### src/rtl/smb_dec_pkg.sv
package smb_dec_pkg;

    typedef enum logic [2:0] {
        ST_IDLE,
        ST_ADDR,
        ST_CMD,
        ST_DATA0,
        ST_DATA1,
        ST_DATA2,
        ST_DROP
    } dec_state_t;

    typedef struct packed {
        logic ptr_ld;
        logic ram_wr;
        logic nv_ld;
        logic erase;
    } commit_t;

    localparam int BYTE_W = 8;

endpackage

### src/rtl/smb_dec_fsm.sv
module smb_dec_fsm
    import smb_dec_pkg::*;
#(
    parameter logic [6:0] DEV_ADDR   = 7'h5A,
    parameter int         RAM_DEPTH  = 224,
    parameter logic [7:0] ERASE_CODE = 8'hFE
) (
    input  logic                clk,
    input  logic                rst_n,
    input  logic                ev_start,
    input  logic                ev_stop,
    input  logic                ev_byte,
    input  logic [BYTE_W-1:0]   rx_byte,
    input  logic                nv_busy,
    output logic                ack_q,
    output commit_t             cm,
    output logic [BYTE_W-1:0]   cmd_q,
    output logic [BYTE_W-1:0]   d0_q,
    output logic [BYTE_W-1:0]   d1_q
);

    localparam logic [8:0] RAM_LIM = 9'(RAM_DEPTH);

    dec_state_t st, nxt;
    logic       ack_d;
    logic       take_cmd, take_d0, take_d1;
    logic       cmd_in_ram, cmd_reserved;

    assign cmd_in_ram   = {1'b0, cmd_q} < RAM_LIM;
    assign cmd_reserved = !cmd_in_ram && (cmd_q < ERASE_CODE);

    always_ff @(posedge clk or negedge rst_n) begin
        if (!rst_n) begin
            st    <= ST_IDLE;
            ack_q <= 1'b0;
            cmd_q <= '0;
            d0_q  <= '0;
            d1_q  <= '0;
        end else begin
            st    <= nxt;
            ack_q <= ack_d;
            if (take_cmd) cmd_q <= rx_byte;
            if (take_d0)  d0_q  <= rx_byte;
            if (take_d1)  d1_q  <= rx_byte;
        end
    end

    always_comb begin
        nxt      = st;
        ack_d    = ack_q;
        cm       = '0;
        take_cmd = 1'b0;
        take_d0  = 1'b0;
        take_d1  = 1'b0;
        if (ev_start) begin
            nxt = ST_ADDR;
        end else if (ev_stop) begin
            unique case (st)
                ST_DATA0: begin
                    cm.ptr_ld = cmd_in_ram;
                    cm.erase  = (cmd_q == ERASE_CODE);
                end
                ST_DATA1: cm.ram_wr = cmd_in_ram;
                ST_DATA2: cm.nv_ld  = 1'b1;
                ST_IDLE, ST_ADDR, ST_CMD, ST_DROP: ;
                default: ;
            endcase
            nxt = ST_IDLE;
        end else if (ev_byte) begin
            ack_d = 1'b0;
            unique case (st)
                ST_IDLE: nxt = ST_IDLE;
                ST_DROP: nxt = ST_DROP;
                ST_ADDR: begin
                    if (rx_byte[7:1] == DEV_ADDR && !rx_byte[0] && !nv_busy) begin
                        ack_d = 1'b1;
                        nxt   = ST_CMD;
                    end else begin
                        nxt = ST_DROP;
                    end
                end
                ST_CMD: begin
                    if (!nv_busy) begin
                        ack_d    = 1'b1;
                        take_cmd = 1'b1;
                        nxt      = ST_DATA0;
                    end else begin
                        nxt = ST_DROP;
                    end
                end
                ST_DATA0: begin
                    if (!nv_busy && !cmd_reserved) begin
                        ack_d   = 1'b1;
                        take_d0 = 1'b1;
                        nxt     = ST_DATA1;
                    end else begin
                        nxt = ST_DROP;
                    end
                end
                ST_DATA1: begin
                    if (!nv_busy) begin
                        ack_d   = 1'b1;
                        take_d1 = 1'b1;
                        nxt     = ST_DATA2;
                    end else begin
                        nxt = ST_DROP;
                    end
                end
                ST_DATA2: nxt = ST_DROP;
                default:  nxt = ST_IDLE;
            endcase
        end
    end

endmodule

### src/rtl/smb_dec_ram.sv
module smb_dec_ram
    import smb_dec_pkg::*;
#(
    parameter int DEPTH = 224
) (
    input  logic              clk,
    input  logic              rst_n,
    input  logic              we,
    input  logic [BYTE_W-1:0] waddr,
    input  logic [BYTE_W-1:0] wdata,
    input  logic [BYTE_W-1:0] raddr,
    output logic [BYTE_W-1:0] rdata
);

    logic [BYTE_W-1:0] mem [DEPTH];

    for (genvar i = 0; i < DEPTH; i++) begin : g_cell
        always_ff @(posedge clk or negedge rst_n) begin
            if (!rst_n) begin
                mem[i] <= '0;
            end else if (we && (waddr == BYTE_W'(i))) begin
                mem[i] <= wdata;
            end
        end
    end

    always_comb begin
        rdata = '0;
        for (int i = 0; i < DEPTH; i++) begin
            if (raddr == BYTE_W'(i)) rdata = mem[i];
        end
    end

endmodule

### src/rtl/smb_dec_commit.sv
module smb_dec_commit
    import smb_dec_pkg::*;
(
    input  logic                  clk,
    input  logic                  rst_n,
    input  commit_t               cm,
    input  logic [BYTE_W-1:0]     cmd_q,
    input  logic [BYTE_W-1:0]     d0_q,
    input  logic [BYTE_W-1:0]     d1_q,
    output logic [BYTE_W-1:0]     ptr_q,
    output logic                  ram_we,
    output logic [BYTE_W-1:0]     ram_waddr,
    output logic [BYTE_W-1:0]     ram_wdata,
    output logic                  nv_load,
    output logic [2*BYTE_W-1:0]   nv_addr,
    output logic                  erase_req
);

    always_ff @(posedge clk or negedge rst_n) begin
        if (!rst_n) begin
            ptr_q     <= '0;
            ram_we    <= 1'b0;
            ram_waddr <= '0;
            ram_wdata <= '0;
            nv_load   <= 1'b0;
            nv_addr   <= '0;
            erase_req <= 1'b0;
        end else begin
            ram_we    <= cm.ram_wr;
            nv_load   <= cm.nv_ld;
            erase_req <= cm.erase;
            if (cm.ptr_ld) ptr_q <= cmd_q;
            if (cm.ram_wr) begin
                ram_waddr <= cmd_q;
                ram_wdata <= d0_q;
            end
            if (cm.nv_ld) nv_addr <= {d0_q, d1_q};
        end
    end

endmodule

### src/rtl/smb_cmd_decoder.sv
module smb_cmd_decoder
    import smb_dec_pkg::*;
#(
    parameter logic [6:0] DEV_ADDR   = 7'h5A,
    parameter int         RAM_DEPTH  = 224,
    parameter logic [7:0] ERASE_CODE = 8'hFE
) (
    input  logic        clk,
    input  logic        rst_n,
    input  logic        ev_start,
    input  logic        ev_stop,
    input  logic        ev_byte,
    input  logic [7:0]  rx_byte,
    input  logic        ev_ack_slot,
    input  logic        nv_busy,
    input  logic [7:0]  rd_addr,
    output logic        ack_now,
    output logic [7:0]  rd_data,
    output logic [7:0]  ptr_q,
    output logic        ram_we,
    output logic [7:0]  ram_waddr,
    output logic [7:0]  ram_wdata,
    output logic        nv_load,
    output logic [15:0] nv_addr,
    output logic        erase_req
);

    commit_t     cm;
    logic        ack_q;
    logic [7:0]  cmd_q, d0_q, d1_q;

    smb_dec_fsm #(
        .DEV_ADDR   (DEV_ADDR),
        .RAM_DEPTH  (RAM_DEPTH),
        .ERASE_CODE (ERASE_CODE)
    ) u_fsm (
        .clk      (clk),
        .rst_n    (rst_n),
        .ev_start (ev_start),
        .ev_stop  (ev_stop),
        .ev_byte  (ev_byte),
        .rx_byte  (rx_byte),
        .nv_busy  (nv_busy),
        .ack_q    (ack_q),
        .cm       (cm),
        .cmd_q    (cmd_q),
        .d0_q     (d0_q),
        .d1_q     (d1_q)
    );

    smb_dec_ram #(
        .DEPTH (RAM_DEPTH)
    ) u_ram (
        .clk   (clk),
        .rst_n (rst_n),
        .we    (cm.ram_wr),
        .waddr (cmd_q),
        .wdata (d0_q),
        .raddr (rd_addr),
        .rdata (rd_data)
    );

    smb_dec_commit u_commit (
        .clk       (clk),
        .rst_n     (rst_n),
        .cm        (cm),
        .cmd_q     (cmd_q),
        .d0_q      (d0_q),
        .d1_q      (d1_q),
        .ptr_q     (ptr_q),
        .ram_we    (ram_we),
        .ram_waddr (ram_waddr),
        .ram_wdata (ram_wdata),
        .nv_load   (nv_load),
        .nv_addr   (nv_addr),
        .erase_req (erase_req)
    );

    assign ack_now = ev_ack_slot & ack_q;

endmodule

### config.mk
export PLATFORM = sky130hd
export DESIGN_NAME = smb_cmd_decoder
export DESIGN_NICKNAME = d
export VERILOG_FILES = /design/src/rtl/smb_dec_pkg.sv /design/src/rtl/smb_dec_fsm.sv /design/src/rtl/smb_dec_ram.sv /design/src/rtl/smb_dec_commit.sv /design/src/rtl/smb_cmd_decoder.sv
export SDC_FILE = /design/constraint.sdc
export NUM_CORES = 2
export LEC_CHECK = 0
export ABC_AREA = 1
export BUFFER_PORTS_ARGS = -buffer_cell sky130_fd_sc_hd__buf_2
export CORE_MARGIN = 5
export CORE_UTILIZATION = 55
export CTS_BUF_LIST = sky130_fd_sc_hd__clkbuf_4 sky130_fd_sc_hd__clkbuf_8
export CTS_CLUSTER_SIZE = 25
export DETAILED_ROUTE_END_ITERATION = 16
export PLACE_DENSITY = 0.81
export SYNTH_ARGS = -nofsm -noshare
export SYNTH_HDL_FRONTEND = slang
export SYNTH_SLANG_ARGS = --single-unit
### constraint.sdc
create_clock -name clk -period 27.8 [get_ports clk]
set_clock_uncertainty 0.05 [all_clocks]
set_input_delay 6.95 -clock clk [delete_from_list [all_inputs] [get_ports clk]]
set_output_delay 6.95 -clock clk [all_outputs]
set_load 0.05 [all_outputs]
==> out/metrics.csv <==
metric;value;unit
status;finished clean;
via_per_inst;5.88;
cp_slowest_stage_delay;0.53;ns
path_class;in2out;
clkPwrFrac;45.2;%
r2r_end;u_ram.mem[1215];
totalWireLength;262000;um
wire_per_inst;20.1;um
hp-class;reg2reg;
clk_pin_slew;0.05;ns
clock_latency;1.04;ns
cts_tree;built;
synthArstFlopShare;100;%
drt_iter0_drc;10400;
grt_max_degree;172;
synth-main-ff-cell;dfrtp_1;
critical_path_arrival;19.78;ns
synth_edf_count;0;
syn_area;84700;um2
crit_start;rd_addr[5];
crit_path_frequent_cell;nand2_1;
drcViolationCount;0;
switchingPower;1.50;mW
fmaxAchievable;0.0373;GHz
dieHeight;402;um
die_w;402;um
path_depth;118;
critPathBufInv;3;
h-tree-depth;5;
grt_util_all_layers;31.7;%
rsz0062_at_grt;false;
syn_to_final_growth;9.87;%
synth_area_leader_cell;dfrtp_1;
yosysSeqAreaShare;55.0;%
maxCapViolations;0;
avgSynthCellArea;7.80;um2
rows;144;
cts_hold_buf;0;
synth_cell_types;28;
cp_slowest_cell;nor2_2;
synth_top_area_share;55.0;%
period_needed;26.78;ns
dp_hpwl;161000;um
seq_power_share;47.7;%
ant_nets;0;
leakagePower;44.0;nW
post-route-util;60.6;%
regToRegSetupSlack;23.44;ns
r2r_cells;11;
power_frac_comb;7.1;%
internal_power;4.26;mW
layout_commonest_cell;nand2_1;
grt_pass1_wl;410000;um
fillCellCount;13100;
vdd_drop_max;0.0000601;V
io_pins;75;
finalHoldViolCount;0;
worstHoldStart;u_ram.mem[1037];
io_buffers;74;
crit_end;rd_data[0];
worstMarginPinSlew;1.35;ns
cp_max_fo;11;
dr_total_vias;76700;
switching_share;26.0;%
reg2reg_from;u_fsm.cmd_q[5];
fin_cells;13000;
nets;10800;
crit_path_end_kind;primary output;
layout-drive-gt1-share;7.61;%
power_per_cell_area;61.8;nW/um2
ys_warn_count;0;
core;154000;um2
cts_max_path_buffers;4;
placed_cells;12500;
antenna_found_initial;20;
grt_overflow;0;
cts.sinks;1863;
slew_headroom;9.46;%
mostFrequentLayoutCells;nand2_1, o21ai_0, dfrtp_1, nor2_1, inv_1;
grt_pass1_vias;73300;
first_pass_iters;8;
timing.final.crit_share;96.3;%
initial_utilization;55.1;%
syn_inst;10900;
slew_violations;0;
crit_required;20.80;ns
gp_congestion;0.986;
place_area;86400;um2
cts_root_buf;clkbuf_8;
ys_seq_elements;1863;
cp-start-kind;primary input;
synth_nets;10900;
stdcell_area;93100;um2
synthTopCellsByArea;dfrtp_1, nand2_1, o21ai_0;
crit_family;simple AND/OR/NAND/NOR gates;
die-area;162000;um2
finalSetupTns;0;ns
power;5.75;mW
cts_buffers;318;
setup_violations;0;
## synth_stat cells (3+ instances only)
cell,instances
buf_1,14
buf_2,3
nor4_1,8
o21ai_1,3
clkinv_1,16
o21ai_0,1920
nand4_1,573
nor2_4,7
dfrtp_1,1863
inv_1,661
o31ai_1,14
nand2_1,4019
nand3_1,58
mux2_2,9
clkbuf_1,597
nor2_2,3
inv_2,20
nand2_2,9
a21oi_1,77
or2_2,19
nor3_1,8
nor2_1,948
## kinds of logic (layout without fill, tap and decap cells)
logic type / Yosys count / after routing / synth area share, %
simple gates: 5653 / 5653 / 27.0
compound gates: 2018 / 2018 / 12.0
flops: 1863 / 1863 / 55.0
buf+inv: 1315 / 1431 / 5.87
mux: 9 / 9 / 0.120
other cells: 0 / 19 / 0
## layout make-up
type                            instances  area, um2  share of cell area, %
Tap cell                             2044       2560                   2.75
Antenna cell                           19       47.5                 0.0511
Clock inverter                         50        452                  0.485
Inverter                              697       2680                   2.88
Clock buffer                          493       6190                   6.65
Multi-Input combinational cell       7680      33300                   35.7
Sequential cell                      1863      46600                   50.1
Timing Repair Buffer                  191       1290                   1.38
## layer usage
metal  track usage, %  vias to the layer above  share of wire (%)
met2             46.6                     4435                 43
li1                 -                    34800                  -
met3             9.50                      922                 12
met5                0                        -              0.024
met4             16.7                        8                5.6
met1             42.8                    36600                 39
## per-stage QoR
stage	setup slack (ns)	hold WS, ns
after floorplan	6.16	0.396
after global placement	1.36	0.410
after detailed placement	1.33	0.416
after CTS	1.24	0.434
after global routing	0.0364	0.448
final	1.02	0.430
## power by group through the flow
stage	registers [mW]	clock network, mW	logic (mW)
5_1_grt	2.75	2.74	0.428
2_1_floorplan	2.82	0	0.160
4_1_cts	2.75	2.62	0.397
3_5_place_dp	2.79	0	0.396
6_report	2.75	2.60	0.406
3_3_place_gp	2.79	0	0.392
## state kept, by name, indices dropped and copies added, names as in the netlist
register,cells
u_commit.ram_wdata,8
u_commit.ram_waddr,8
u_ram.mem,1792
u_commit.erase_req,1
u_commit.nv_addr,16
u_commit.nv_load,1
u_fsm.st,3
u_fsm.d0_q,8
u_commit.ptr_q,8
u_fsm.d1_q,8
u_commit.ram_we,1
u_fsm.ack_q,1
u_fsm.cmd_q,8
## repair_timing
| action | CTS | global route |
|---|---|---|
| gates resized for setup | 0 | 2 |
| setup endpoints to repair | 0 | 3 |
| setup buffers | 0 | 0 |
## worst register-to-register path: cells and delay by family (launching register included)
kind                   cells  cell delay, ns
AO/OA/AOI/OAI              1            0.10
AND/OR/NAND/NOR            6            1.87
buffers and inverters      4            1.70
flip-flops                 1            0.43
## how the worst min path moves through the flow
stage                                  to  slack [ns]  cells after the start
detailed placement         u_ram.mem[632]        0.42                      2
global placement    u_commit.ram_waddr[6]        0.41                      2
CTS                        u_ram.mem[767]        0.43                      2
global route               u_ram.mem[254]        0.45                      2
finish                    u_ram.mem[1037]        0.43                      2
floorplan                  u_ram.mem[166]        0.40                      2
Power figures use the tool's default switching activity.
